===== config.mk =====
export PLATFORM = sky130hd
export DESIGN_NAME = lcdt_timing_ctrl
export DESIGN_NICKNAME = d
export VERILOG_FILES = /design/src/rtl/lcdt_pkg.sv /design/src/rtl/lcdt_regs.sv /design/src/rtl/lcdt_raster.sv /design/src/rtl/lcdt_irq.sv /design/src/rtl/lcdt_timing_ctrl.sv
export SDC_FILE = /design/constraint.sdc
export NUM_CORES = 1
export LEC_CHECK = 0
export BUFFER_PORTS_ARGS = -buffer_cell sky130_fd_sc_hd__buf_2
export CAP_MARGIN = 20
export CORE_MARGIN = 4
export CORE_UTILIZATION = 45
export DETAILED_ROUTE_END_ITERATION = 10
export GPL_ROUTABILITY_DRIVEN = 0
export PLACE_DENSITY = 0.64
export SETUP_SLACK_MARGIN = 0.5
export SLEW_MARGIN = 20
export SYNTH_ARGS = -nofsm -noshare
export SYNTH_HDL_FRONTEND = slang
export SYNTH_SLANG_ARGS = --single-unit

===== constraint.sdc =====
create_clock -name clk -period 6 [get_ports clk]
set_input_delay 0.9 -clock clk [delete_from_list [all_inputs] [get_ports clk]]
set_output_delay 0.9 -clock clk [all_outputs]
set_load 0.05 [all_outputs]

===== src/rtl/lcdt_pkg.sv =====
package lcdt_pkg;
  // word indices (byte address / 4)
  localparam logic [9:0] IDX_CTRL = 10'd0;
  localparam logic [9:0] IDX_IRQ  = 10'd1;
  localparam logic [9:0] IDX_CHAN = 10'd2;
  localparam logic [9:0] IDX_SIZE = 10'd3;
  localparam logic [9:0] IDX_HTIM = 10'd4;
  localparam logic [9:0] IDX_VTIM = 10'd5;
  localparam logic [9:0] IDX_SYNC = 10'd6;
  localparam logic [9:0] IDX_POL  = 10'd7;
  localparam logic [9:0] IDX_TRI  = 10'd8;
  // field placement inside a word
  localparam int unsigned HI_LSB  = 16;
  localparam int unsigned ST_LSB  = 8;
  localparam int unsigned NSRC    = 2;
  // output pin positions in the tristate mask
  localparam int unsigned PIN_HS  = 0;
  localparam int unsigned PIN_VS  = 1;
  localparam int unsigned PIN_DE  = 2;
  localparam int unsigned NPIN    = 3;
endpackage


===== src/rtl/lcdt_regs.sv =====
module lcdt_regs
  import lcdt_pkg::*;
#(
  parameter int unsigned AW = 12,
  parameter int unsigned DW = 32,
  parameter int unsigned CW = 12
) (
  input  logic            clk,
  input  logic            rst,
  input  logic            wr_en,
  input  logic            rd_en,
  input  logic [AW-1:0]   addr,
  input  logic [DW-1:0]   wdata,
  output logic [DW-1:0]   rdata,
  output logic            glb_en,
  output logic            chan_en,
  output logic [CW-1:0]   act_w,
  output logic [CW-1:0]   act_h,
  output logic [CW-1:0]   h_tot,
  output logic [CW-1:0]   h_porch,
  output logic [CW-1:0]   v_tot,
  output logic [CW-1:0]   v_porch,
  output logic [CW-1:0]   hs_w,
  output logic [CW-1:0]   vs_w,
  output logic [1:0]      pol_inv,
  output logic [NPIN-1:0] tri_mask,
  output logic [NSRC-1:0] irq_en,
  output logic            irq_wr,
  output logic [NSRC-1:0] irq_keep,
  input  logic [NSRC-1:0] irq_st
);
  localparam int unsigned IW = AW - 2;

  logic [IW-1:0] idx;
  logic [DW-1:0] tri_q;
  logic [DW-1:0] rd_mux;

  assign idx      = addr[AW-1:2];
  assign irq_wr   = wr_en && (idx == IDX_IRQ[IW-1:0]);
  assign irq_keep = wdata[ST_LSB +: NSRC];
  assign tri_mask = tri_q[NPIN-1:0];

  always_ff @(posedge clk) begin
    if (rst) begin
      glb_en  <= 1'b0;
      chan_en <= 1'b0;
      irq_en  <= '0;
      act_w   <= '0;
      act_h   <= '0;
      h_tot   <= '0;
      h_porch <= '0;
      v_tot   <= '0;
      v_porch <= '0;
      hs_w    <= '0;
      vs_w    <= '0;
      pol_inv <= '0;
      tri_q   <= '1;
    end else if (wr_en) begin
      case (idx)
        IDX_CTRL[IW-1:0]: glb_en  <= wdata[0];
        IDX_IRQ[IW-1:0]:  irq_en  <= wdata[NSRC-1:0];
        IDX_CHAN[IW-1:0]: chan_en <= wdata[0];
        IDX_SIZE[IW-1:0]: begin
          act_w <= wdata[CW-1:0];
          act_h <= wdata[HI_LSB +: CW];
        end
        IDX_HTIM[IW-1:0]: begin
          h_tot   <= wdata[CW-1:0];
          h_porch <= wdata[HI_LSB +: CW];
        end
        IDX_VTIM[IW-1:0]: begin
          v_tot   <= wdata[CW-1:0];
          v_porch <= wdata[HI_LSB +: CW];
        end
        IDX_SYNC[IW-1:0]: begin
          hs_w <= wdata[CW-1:0];
          vs_w <= wdata[HI_LSB +: CW];
        end
        IDX_POL[IW-1:0]:  pol_inv <= wdata[1:0];
        IDX_TRI[IW-1:0]:  tri_q   <= wdata;
        default: ;
      endcase
    end
  end

  always_comb begin
    rd_mux = '0;
    case (idx)
      IDX_CTRL[IW-1:0]: rd_mux[0] = glb_en;
      IDX_IRQ[IW-1:0]: begin
        rd_mux[NSRC-1:0]        = irq_en;
        rd_mux[ST_LSB +: NSRC]  = irq_st;
      end
      IDX_CHAN[IW-1:0]: rd_mux[0] = chan_en;
      IDX_SIZE[IW-1:0]: begin
        rd_mux[CW-1:0]       = act_w;
        rd_mux[HI_LSB +: CW] = act_h;
      end
      IDX_HTIM[IW-1:0]: begin
        rd_mux[CW-1:0]       = h_tot;
        rd_mux[HI_LSB +: CW] = h_porch;
      end
      IDX_VTIM[IW-1:0]: begin
        rd_mux[CW-1:0]       = v_tot;
        rd_mux[HI_LSB +: CW] = v_porch;
      end
      IDX_SYNC[IW-1:0]: begin
        rd_mux[CW-1:0]       = hs_w;
        rd_mux[HI_LSB +: CW] = vs_w;
      end
      IDX_POL[IW-1:0]:  rd_mux[1:0] = pol_inv;
      IDX_TRI[IW-1:0]:  rd_mux = tri_q;
      default:          rd_mux = '0;
    endcase
  end

  always_ff @(posedge clk) begin
    if (rst)        rdata <= '0;
    else if (rd_en) rdata <= rd_mux;
  end

  // tristate mask never loses bits except through a register write
  p_tri_hold_r1: assert property (@(posedge clk) disable iff (rst)
    !$past(wr_en) |-> $stable(tri_q));
endmodule


===== src/rtl/lcdt_raster.sv =====
module lcdt_raster #(
  parameter int unsigned CW = 12
) (
  input  logic          clk,
  input  logic          rst,
  input  logic          run,
  input  logic [CW-1:0] act_w,
  input  logic [CW-1:0] act_h,
  input  logic [CW-1:0] h_tot,
  input  logic [CW-1:0] h_porch,
  input  logic [CW-1:0] v_tot,
  input  logic [CW-1:0] v_porch,
  input  logic [CW-1:0] hs_w,
  input  logic [CW-1:0] vs_w,
  input  logic [1:0]    pol_inv,
  output logic [CW-1:0] pix_x,
  output logic [CW-1:0] pix_y,
  output logic          de,
  output logic          hsync,
  output logic          vsync,
  output logic          blank_evt,
  output logic          frame_evt
);
  logic [CW-1:0] hc, vc;
  logic          line_end, frame_end;
  logic [CW:0]   hs_start, vs_start;
  logic          hs_on, vs_on, de_c;

  assign line_end  = (hc == h_tot - 1'b1);
  assign frame_end = (vc == v_tot - 1'b1);

  always_ff @(posedge clk) begin
    if (rst || !run) begin
      hc <= '0;
      vc <= '0;
    end else if (line_end) begin
      hc <= '0;
      vc <= frame_end ? '0 : vc + 1'b1;
    end else begin
      hc <= hc + 1'b1;
    end
  end

  // sync starts (total - porch) positions into the line / frame
  assign hs_start = {1'b0, h_tot} - {1'b0, h_porch};
  assign vs_start = {1'b0, v_tot} - {1'b0, v_porch};
  assign hs_on = run && ({1'b0, hc} >= hs_start) &&
                 ({1'b0, hc} < hs_start + {1'b0, hs_w});
  assign vs_on = run && ({1'b0, vc} >= vs_start) &&
                 ({1'b0, vc} < vs_start + {1'b0, vs_w});
  assign de_c  = run && (hc < act_w) && (vc < act_h);

  assign blank_evt = run && (hc == '0) && (vc == act_h);
  assign frame_evt = run && (hc == '0) && (vc == '0);

  always_ff @(posedge clk) begin
    if (rst) begin
      pix_x <= '0;
      pix_y <= '0;
      de    <= 1'b0;
      hsync <= 1'b0;
      vsync <= 1'b0;
    end else begin
      pix_x <= hc;
      pix_y <= vc;
      de    <= de_c;
      hsync <= hs_on ^ pol_inv[0];
      vsync <= vs_on ^ pol_inv[1];
    end
  end

  // a stopped generator parks its counters at the origin
  p_hold_r2: assert property (@(posedge clk) disable iff (rst)
    !run |=> (hc == '0 && vc == '0));
  // no data-enable without a running generator
  p_de_idle_r2: assert property (@(posedge clk) disable iff (rst)
    !run |=> !de);
  // the column counter only steps or wraps
  p_step_r3: assert property (@(posedge clk) disable iff (rst)
    run |=> (hc == '0 || hc == $past(hc) + 1'b1));
  // vertical sync only changes on a line boundary
  p_vs_line_r6: assert property (@(posedge clk) disable iff (rst)
    (run && $past(run) && pix_x != '0 && $stable(pol_inv)) |-> $stable(vsync));
endmodule


===== src/rtl/lcdt_irq.sv =====
module lcdt_irq #(
  parameter int unsigned NS = 2
) (
  input  logic          clk,
  input  logic          rst,
  input  logic [NS-1:0] evt,
  input  logic          wr,
  input  logic [NS-1:0] keep,
  input  logic [NS-1:0] en,
  output logic [NS-1:0] status,
  output logic          irq
);
  always_ff @(posedge clk) begin
    if (rst) begin
      status <= '0;
      irq    <= 1'b0;
    end else begin
      status <= (status & (wr ? keep : {NS{1'b1}})) | evt;
      irq    <= |(status & en);
    end
  end

  for (genvar i = 0; i < NS; i++) begin : g_chk
    // a flag drops only after software wrote 0 to it
    p_clear_r8: assert property (@(posedge clk) disable iff (rst)
      $fell(status[i]) |-> $past(wr && !keep[i]));
    // a flag rises only after its event
    p_set_r8: assert property (@(posedge clk) disable iff (rst)
      $rose(status[i]) |-> $past(evt[i]));
  end

  // the request follows an enabled flag by one clock
  p_req_r9: assert property (@(posedge clk) disable iff (rst)
    $rose(irq) |-> $past((status & en) != '0));
endmodule


===== src/rtl/lcdt_timing_ctrl.sv =====
module lcdt_timing_ctrl
  import lcdt_pkg::*;
#(
  parameter int unsigned AW = 12,
  parameter int unsigned DW = 32,
  parameter int unsigned CW = 12
) (
  input  logic            clk,
  input  logic            rst,
  input  logic            reg_wr,
  input  logic            reg_rd,
  input  logic [AW-1:0]   reg_addr,
  input  logic [DW-1:0]   reg_wdata,
  output logic [DW-1:0]   reg_rdata,
  output logic [CW-1:0]   pix_x,
  output logic [CW-1:0]   pix_y,
  output logic            lcd_de,
  output logic            lcd_hsync,
  output logic            lcd_vsync,
  output logic [NPIN-1:0] lcd_oe,
  output logic            irq
);
  logic            glb_en, chan_en, run;
  logic [CW-1:0]   act_w, act_h, h_tot, h_porch, v_tot, v_porch, hs_w, vs_w;
  logic [1:0]      pol_inv;
  logic [NPIN-1:0] tri_mask;
  logic [NSRC-1:0] irq_en, irq_keep, irq_st, evt;
  logic            irq_wr, blank_evt, frame_evt;

  lcdt_regs #(.AW(AW), .DW(DW), .CW(CW)) u_regs (
    .clk(clk), .rst(rst), .wr_en(reg_wr), .rd_en(reg_rd), .addr(reg_addr),
    .wdata(reg_wdata), .rdata(reg_rdata), .glb_en(glb_en), .chan_en(chan_en),
    .act_w(act_w), .act_h(act_h), .h_tot(h_tot), .h_porch(h_porch),
    .v_tot(v_tot), .v_porch(v_porch), .hs_w(hs_w), .vs_w(vs_w),
    .pol_inv(pol_inv), .tri_mask(tri_mask), .irq_en(irq_en), .irq_wr(irq_wr),
    .irq_keep(irq_keep), .irq_st(irq_st)
  );

  assign run = glb_en & chan_en;

  lcdt_raster #(.CW(CW)) u_raster (
    .clk(clk), .rst(rst), .run(run), .act_w(act_w), .act_h(act_h),
    .h_tot(h_tot), .h_porch(h_porch), .v_tot(v_tot), .v_porch(v_porch),
    .hs_w(hs_w), .vs_w(vs_w), .pol_inv(pol_inv), .pix_x(pix_x), .pix_y(pix_y),
    .de(lcd_de), .hsync(lcd_hsync), .vsync(lcd_vsync),
    .blank_evt(blank_evt), .frame_evt(frame_evt)
  );

  assign evt = {frame_evt, blank_evt};

  lcdt_irq #(.NS(NSRC)) u_irq (
    .clk(clk), .rst(rst), .evt(evt), .wr(irq_wr), .keep(irq_keep),
    .en(irq_en), .status(irq_st), .irq(irq)
  );

  assign lcd_oe = ~tri_mask;

  // every output drive enable is off until software writes the mask
  p_oe_reset_r10: assert property (@(posedge clk)
    $past(rst) && !reg_wr |=> lcd_oe == '0);
endmodule


[Word-level counts from Yosys, hierarchy flattened]
Index checks and enable logic that the tools add are counted.
Widths: inputs -> output; s select.
Storage, ports and cells
  output and inout bits: 63
  bits in registers: 220
  memory bits (writable): 0
  bits in latches: 0
  logic and storage cells: 91
  bits of input ports: 48
  memories: 0
  bits in read-only memories: 0
Operators by class
  bitwise gates (word level): 7
  shifts and indexed selects: 0
  add/subtract/negate cells: 8
  div/mod/pow operators: 0
  equal/unequal tests: 11
  muxes and demuxes: 10
  multipliers: 0
  order comparisons: 6
  reductions and logical operators: 26
Operators with widths (count)
  $pmux 12 s5: 1
  $eq 10x3->1 const B: 4
  $eq 12x12->1: 3
  $pmux 6 s5: 1
  $add 13x12->13: 2
  $ge 12x13->1: 2
  $lt 12x13->1: 2
  $sub 12x12->13: 2
  $add 12x1->12 const B: 2
  $logic_not 12->1: 2
  $lt 12x12->1: 2
  $sub 12x1->12 const B: 2
  $eq 10x2->1 const B: 2
  $reduce_and 2->1: 9
  $mux 12: 1
  $pmux 2 s6: 1
  $eq 10x1->1 const B: 1
  $eq 10x4->1 const B: 1
  $logic_and 1x1->1: 10
  $logic_not 10->1: 1
  $pmux 2 s5: 1
  $pmux 1 s9: 1
  $mux 4: 2
  $pmux 1 s7: 1
  other kinds (9): 12

[Longest topological paths before layout]
Gate-level depths: netlist (run 1).
  word-level depth: 5
  mapped depth: 24
  depth with buffers taken out: 24

[By module]
A second synthesis (run 1) with hierarchy kept.
Unflattened totals
  cells, all modules: 1590
  area, all modules: 13658.1 um^2
By module, submodules not included
  lcdt_regs: sequential area each 3323.2 um^2, cells an instance 758, times used 1, area each 7075.5 um^2
  lcdt_raster: sequential area each 1021.0 um^2, cells an instance 817, times used 1, area each 6441.2 um^2
  lcdt_irq: sequential area each 60.1 um^2, cells an instance 11, times used 1, area each 123.9 um^2
  lcdt_timing_ctrl: sequential area each 0.0 um^2, cells an instance 4, times used 1, area each 17.5 um^2

[Least setup slack after synthesis (run 1)]
Ideal clock, no wire load.
  path type: flip-flop to flip-flop
  start point: register u_regs.h_tot[0]
  end point: register u_raster.hsync
  setup time: 0.121 ns
  clock period less this slack: 4.674 ns
  setup slack: 1.326 ns
  stages on the path, launching flop included: 22
  arrival: 4.553 ns
  buffers on the path: 0
  data required time: 5.879 ns
  cell sequence: dfxtp_1 -> inv_1 -> ha_1 -> nor2b_1 -> o21ai_0 -> a21boi_0 -> nor4_1 -> o311ai_0 -> xor2_1 -> ha_1 -> a21o_1 -> or4_1 -> nand2_1 -> xor2_1 -> ha_1 -> a21o_1 -> a21oi_1 -> o21ai_0 -> a21oi_1 -> a21oi_1 -> nor4_1 -> mux2_2
Between the ends
  longest elaborated chain between the ends: 5
  elaborated cells on any way between the ends: 7
  those cells by class: add/sub: 2; order compare: 2; bitwise: 1; reduce/logical: 2
Ends and longest elaborated chain
  start: declaration: RTL line lcdt_regs.sv:19  | output logic [CW-1:0] h_tot,
  start signal: assignment: RTL line lcdt_regs.sv:68  | h_tot <= wdata[CW-1:0];
  $sub 12x12->13 (*): RTL line lcdt_raster.sv:45  | assign hs_start = {1'b0, h_tot} - {1'b0, h_porch};
  $add 13x12->13 / $ge 12x13->1 (equally long branches): RTL line lcdt_raster.sv:48, lcdt_raster.sv:47
  $lt 12x13->1 / $logic_and 1x1->1 (equally long branches): RTL line lcdt_raster.sv:48, lcdt_raster.sv:47
  $logic_and 1x1->1 (*): RTL line lcdt_raster.sv:47  | assign hs_on = run && ({1'b0, hc} >= hs_start) &&
  $xor 1x1->1 (*): RTL line lcdt_raster.sv:67  | hsync <= hs_on ^ pol_inv[0];
  end signal: assignment: RTL line lcdt_raster.sv:67
  end: declaration: RTL line lcdt_raster.sv:19  | output logic hsync,
Mark *: on every way between the ends. The rest lies on a longest branch, timed or not.
A chain may end at the register's enable or synchronous reset.

[Worst setup path in the final report (run 1)]
Same ends and word-level chain as after synthesis.

==> flow_metrics.env, run 1 <==
export IMPL_die_area_um2=31500
export IMPL_final_cell_mix="nand2_1, dfxtp_1, a21oi_1"
export IMPL_antenna_found_initial=1
export IMPL_totalWireLength_um=40400
export IMPL_grt_pass1_vias=11100
export IMPL_ys_types=68
export IMPL_ys_seq_elements=220
export IMPL_hpwl_um=28900
export IMPL_cp_max_fo=7
export IMPL_clock_sinks=220
export IMPL_synth_compound_area_frac=0.176
export IMPL_worst_slew_pin_slew_ns=1.09
export IMPL_cts_clk_slew_worst_paths_ns=0.06
export IMPL_io_buffer_count=108
export IMPL_die_y_um=178
export IMPL_dr_max_layer_used="met5"
export IMPL_p_comb_frac=0.040
export IMPL_cts_root_buf="clkbuf_16"
export IMPL_synth_edf_count=0
export IMPL_min_path_type="reg -> reg"
export IMPL_setup_slack_ns=0.912
export IMPL_dr_wl_met2_um=17400
export IMPL_synth_fp_nets=1786
export IMPL_yosys_mux_area_fraction=0.00726
export IMPL_power_internal_uw=2430
export IMPL_synth_avg_cell_area_um2=8.04
export IMPL_synth_area_leaders="dfxtp_1, ha_1, nand2_1"
export IMPL_pwr_share_clk=0.497
export IMPL_wl_met3_um=3350
export IMPL_crit_path_frequent_cell="ha_1"
export IMPL_yosysSeqAreaShare=0.341
export IMPL_io_pins=111
export IMPL_cts_buffers=25
export IMPL_yosysWarnings=0
export IMPL_powerDensity_nw_per_um2=217
export IMPL_vias_per_cell=5.76
export IMPL_drtAntennaViolNets=0
export IMPL_die_w_um=178
export IMPL_wl_per_cell_um=19.5
export IMPL_final_common_cell="nand2_1"
export IMPL_h_tree_depth=1
export IMPL_syn_area_um2=12900
export IMPL_swShare=0.237
export IMPL_grt_max_degree=90
export IMPL_slew_viol_final=0
export IMPL_grt_overflow_total=0
export IMPL_synth_top_area_frac=0.341
export IMPL_crit_chain="inv_1, ha_1, fa_1, nor2b_1, o21ai_0, nand2b_1, xor2_1, ha_1, nor3_1, nor2_1, a31oi_1, nor2b_1, o21a_1, o41ai_1, xor2_1, ha_1, o2111ai_1, or3_1, o21ai_0, a21oi_1, a21oi_1, nor4_4, mux2_2"
export IMPL_fin_skew_ns=0.0166
export IMPL_grt_pass1_wl_um=63100
export IMPL_nNetsFinal=1850
export IMPL_clk_path_buf_depth=3
export IMPL_synthAdderAreaFrac=0.127
export IMPL_cp_slowest_cell="dfxtp_2"
export IMPL_drc_errors=0
export IMPL_leakage_uw=0.00580
export IMPL_synth_simple_area_share=0.238
export IMPL_hold_violations=0
export IMPL_path_class="reg -> reg"
export IMPL_vias=11900
export IMPL_end_kind="register"
export IMPL_diodes=0
export IMPL_area_growth_pct=13.3
export IMPL_clock_latency_ns=0.55
export IMPL_coreArea_um2=28100
export IMPL_status="complete, no violations"
export IMPL_drt_iter0_drc=1213
export IMPL_crit_required_ns=6.44
export IMPL_async_flop_share=0
export IMPL_drtPass1Iterations=6
export IMPL_rsz0062_at_grt="false"
export IMPL_relSlewSlack=0.271
export IMPL_drive_gt1_frac=0.113
export IMPL_tns_ns=0
export IMPL_wl_met1_um=18500
export IMPL_rows=61
export IMPL_largest_registers="u_regs.rdata: 32 flops, u_regs.tri_q: 32 flops"
export IMPL_ys_flop_type="dfxtp_1"
export IMPL_grt_total_usage=0.252
export IMPL_yosysTopAreaCell="dfxtp_1"
export IMPL_fmax_mhz=197
export IMPL_syn_inst=1609
export IMPL_synth_xor_area_share=0.0569
export IMPL_p_switching_uw=753
export IMPL_critPathMaxStageDelay_ns=0.43
export IMPL_start_util=0.460
export IMPL_fillers=2740
export IMPL_peakVddDrop_mv=0.193
export IMPL_dp_slack_ns=0.369
export IMPL_finalSetupViolations=0
export IMPL_cp_arrival_ns=5.53
export IMPL_period_share=0.848
export IMPL_cts_tree="done"
export IMPL_synth_top_family_by_area="simple AND/OR/NAND/NOR gates"
export IMPL_layout_min_cycle_time_ns=5.09
export IMPL_start_kind="register"
export IMPL_pwr_share_seq=0.463
export IMPL_cap_violations=0
[path summary, 6_finish.rpt]
check	startpoint	end	slack [ns]	cells after the start
worst min register to register	u_regs.rdata[12]	u_regs.rdata[12]	0.47	2
worst max register to register	u_regs.h_tot[0]	u_raster.hsync	0.91	23
worst max-delay path	u_regs.h_tot[0]	u_raster.hsync	0.91	23
worst min-delay path	u_regs.rdata[12]	u_regs.rdata[12]	0.47	2
[layout make-up]
class                      count  area [um^2]  share of cell area
multi-input combinational   1207         7880               0.538
sequential                   220         4410               0.301
clock buffer                  34          709              0.0484
timing repair buffer         125          686              0.0468
tap                          378          473              0.0323
inverter                      94          353              0.0241
clock inverter                12          144             0.00982
[worst max-delay path, delay by kind of cell, from the launching register on]
kind / cells / cell delay [ns]
buffers and inverters: 1 / 0.10
and+or+nand+nor: 7 / 1.11
muxes: 1 / 0.37
adders and majority gates: 4 / 1.22
AOI/OAI and AO/OA: 8 / 1.33
xor gates and xnor gates: 2 / 0.42
DFF: 1 / 0.43
[metal layers]
layer	global-route usage	vias up
li1	-	5749
met1	0.363	5624
met2	0.389	487
met3	0.0394	67
met4	0.0790	2
met5	0	-
[power groups by stage]
stage	Sequential, uW	Clock [uW]	Combinational (uW)
global placement	1500	0	126
floorplan	1530	0	50.5
detailed placement	1510	0	126
finish	1470	1580	128
global route	1470	1660	137
CTS	1470	1610	127
[synthesized netlist by cell type, types with 34 or more instances]
cell and n:
dfxtp_1 220, clkbuf_1 83, o21ai_0 45, a21oi_1 148
xor2_1 35, xnor2_1 49, nand3_1 34, inv_1 94
nand2_1 289, nor2_1 97, nor2b_1 39, nand3b_1 34
ha_1 125
[logic make-up (layout without fill, tap and decap cells)]
family	after synthesis	count (layout)
AND/OR/NAND/NOR	639	639
XOR/XNOR	84	84
buffers and inverters	182	265
multiplexers	9	9
adder cells (fa/ha/maj)	129	129
flip-flops	220	220
AO/OA/AOI/OAI	346	346
[through the flow]
stage	cells	total power, uW	hold WS (ns)	instance area (um^2)	utilization
after floorplan	1609	1580	0.438	12900	-
after global placement	2022	1630	0.450	13700	0.489
after detailed placement	2022	1630	0.458	13700	0.489
after CTS	2068	3210	0.470	14600	0.520
after global routing	2070	3270	0.486	14600	0.521
final	2070	3180	0.471	14600	0.521
[timing repair]
action                     4_1_cts  5_1_grt
hold buffers                     0        0
hold endpoints to repair         0        0
setup endpoints to repair        1        1
resized for setup                1        7
setup buffers                    0        0
Power figures use the tool's default switching activity.
==> run 2, diff against run 1 <==
PLACE_DENSITY = 0.66   (was 0.64)
clock period = 4.3 ns   (was 6 ns; I/O delays follow)
==> flow_metrics.env, run 2 (synthesized netlist as in run 1, its figures left out) <==
export IMPL_vias=12500
export IMPL_drive_gt1_frac=0.207
export IMPL_r2r_end="u_raster.hsync"
export IMPL_cts_clk_slew_worst_paths_ns=0.06
export IMPL_fillers=2628
export IMPL_grt_total_usage=0.257
export IMPL_regToRegSetupSlack_ns=-0.39
export IMPL_vias_per_cell=5.70
export IMPL_start_kind="register"
export IMPL_hpwl_um=30700
export IMPL_end_kind="register"
export IMPL_slew_viol_final=0
export IMPL_coreArea_um2=28100
export IMPL_diodes=0
export IMPL_crit_required_ns=4.71
export IMPL_fin_skew_ns=0.0281
export IMPL_die_w_um=178
export IMPL_grt_max_degree=73
export IMPL_rsz0062_at_grt="true"
export IMPL_violations="negative setup slack"
export IMPL_die_y_um=178
export IMPL_whs_path_depth=3
export IMPL_grt_pass1_wl_um=64500
export IMPL_cp_arrival_ns=5.10
export IMPL_io_pins=111
export IMPL_relSlewSlack=0.373
export IMPL_use_met1=0.369
export IMPL_largest_registers="u_regs.rdata: 32 flops, u_regs.tri_q: 32 flops"
export IMPL_use_met2=0.401
export IMPL_antenna_found_initial=2
export IMPL_clk_path_buf_depth=3
export IMPL_drt_iter0_drc=1163
export IMPL_start_util=0.460
export IMPL_cp_max_fo=3
export IMPL_finalSetupViolations=1
export IMPL_cts_root_buf="clkbuf_16"
export IMPL_min_path_type="in -> reg"
export IMPL_setup_slack_ns=-0.392
export IMPL_final_cell_mix="nand2_1, dfxtp_1, a21oi_1"
export IMPL_power_uw=4450
export IMPL_final_cells=2192
export IMPL_rows=61
export IMPL_grt_util_met3=0.0418
export IMPL_status="finished with violations"
export IMPL_nNetsFinal=1973
export IMPL_hold_end="u_regs.tri_q[29]"
export IMPL_cts_buffers=24
export IMPL_drtPass1Iterations=6
export IMPL_peakVddDrop_mv=0.307
export IMPL_period_share=1.09
export IMPL_r2r_start="u_regs.h_tot[0]"
export IMPL_worst_slew_pin_slew_ns=0.938
export IMPL_leakage_uw=0.00651
export IMPL_die_area_um2=31500
export IMPL_clock_latency_ns=0.54
export IMPL_grt_overflow_total=0
export IMPL_clock_sinks=220
export IMPL_path_class="reg -> reg"
export IMPL_h_tree_depth=1
export IMPL_drc_errors=0
export IMPL_grt_busiest_layer="met2"
export IMPL_fmax_mhz=213
export IMPL_rr_worst_depth=25
export IMPL_critPathMaxStageDelay_ns=0.57
export IMPL_placed_cells_incl_taps=2122
export IMPL_layout_min_cycle_time_ns=4.69
export IMPL_cp_slowest_cell="or4_4"
export IMPL_grt_pass1_vias=11700
export IMPL_io_buffer_count=108
export IMPL_hold_violations=0
export IMPL_cts_tree="done"
export IMPL_tns_ns=-0.392
export IMPL_worstHoldStart="reg_wdata[29]"
export IMPL_cap_violations=0
export IMPL_wl_per_cell_um=19.2
export IMPL_final_common_cell="nand2_1"
export IMPL_totalWireLength_um=42200
export IMPL_area_growth_pct=23.4
export IMPL_powerDensity_nw_per_um2=279
export IMPL_whs_ns=0.317
export IMPL_drtAntennaViolNets=0
==> run 2: cell types whose count changed in the layout (fill, tap and decap cells not counted), moves of 5 or more <==
cell,change
ha_4,+8
o21ai_0,-16
o21ai_1,+11
ha_1,-12
buf_4,+122
a21oi_1,-5
a21oi_2,+5
dfxtp_1,-5
==> run 2: worst max path at each step <==
stage                           start        endpoint  slack, ns  depth (start not counted)
floorplan           u_regs.h_porch[1]  u_raster.hsync      -0.03                         21
global placement    u_regs.h_porch[1]  u_raster.hsync      -0.36                         22
detailed placement    u_regs.h_tot[1]  u_raster.hsync      -0.43                         25
CTS                 u_regs.h_porch[1]  u_raster.hsync      -0.38                         26
global route          u_regs.h_tot[0]  u_raster.hsync      -0.65                         24
finish                u_regs.h_tot[0]  u_raster.hsync      -0.39                         25
==> run 2: timing repair <==
item / in CTS / in global routing
setup buffers: 13 / 13
resized for setup: 32 / 46
setup endpoints to repair: 2 / 4
pin swaps: 34 / 40
hold buffers: 0 / 0
==> run 2: metal layers <==
metal  routed length (um)  vias to the layer above
li1                     -                     5994
met1                18800                     5910
met2                18600                      514
met3                 3660                       78
met4                 1090                        4
met5                   23                        -
==> run 2: report_power, final <==
group          switching (uW)  internal [uW]
clock network             886           1320
logic                     133           52.3
registers                6.59           2050
total                    1030           3420
==> run 2: worst max-delay path: cells and delay by family (launching register included) <==
kind,cells,cell delay [ns]
xor gates and xnor gates,2,0.35
AOI/OAI and AO/OA,8,0.77
DFF,1,0.35
buffers and inverters,4,0.47
adders and majority gates,4,1.03
muxes,1,0.29
and+or+nand+nor,6,1.30
==> run 2: cell type report <==
type	instances	area, um^2	area share
well taps	378	473	0.0297
flip-flops and latches	220	4420	0.277
clock buffers	34	698	0.0438
inverters	94	355	0.0223
clock inverters	10	158	0.00988
repair buffers	249	1630	0.102
multi-input cells	1207	8220	0.515
==> run 2: stage by stage <==
| stage | utilization | setup WS, ns | cell area, um^2 |
|---|---|---|---|
| floorplan | - | -0.0285 | 13000 |
| global placement | 0.518 | -0.360 | 14500 |
| detailed placement | 0.518 | -0.430 | 14500 |
| CTS | 0.557 | -0.380 | 15600 |
| global route | 0.568 | -0.648 | 15900 |
| finish | 0.568 | -0.392 | 15900 |
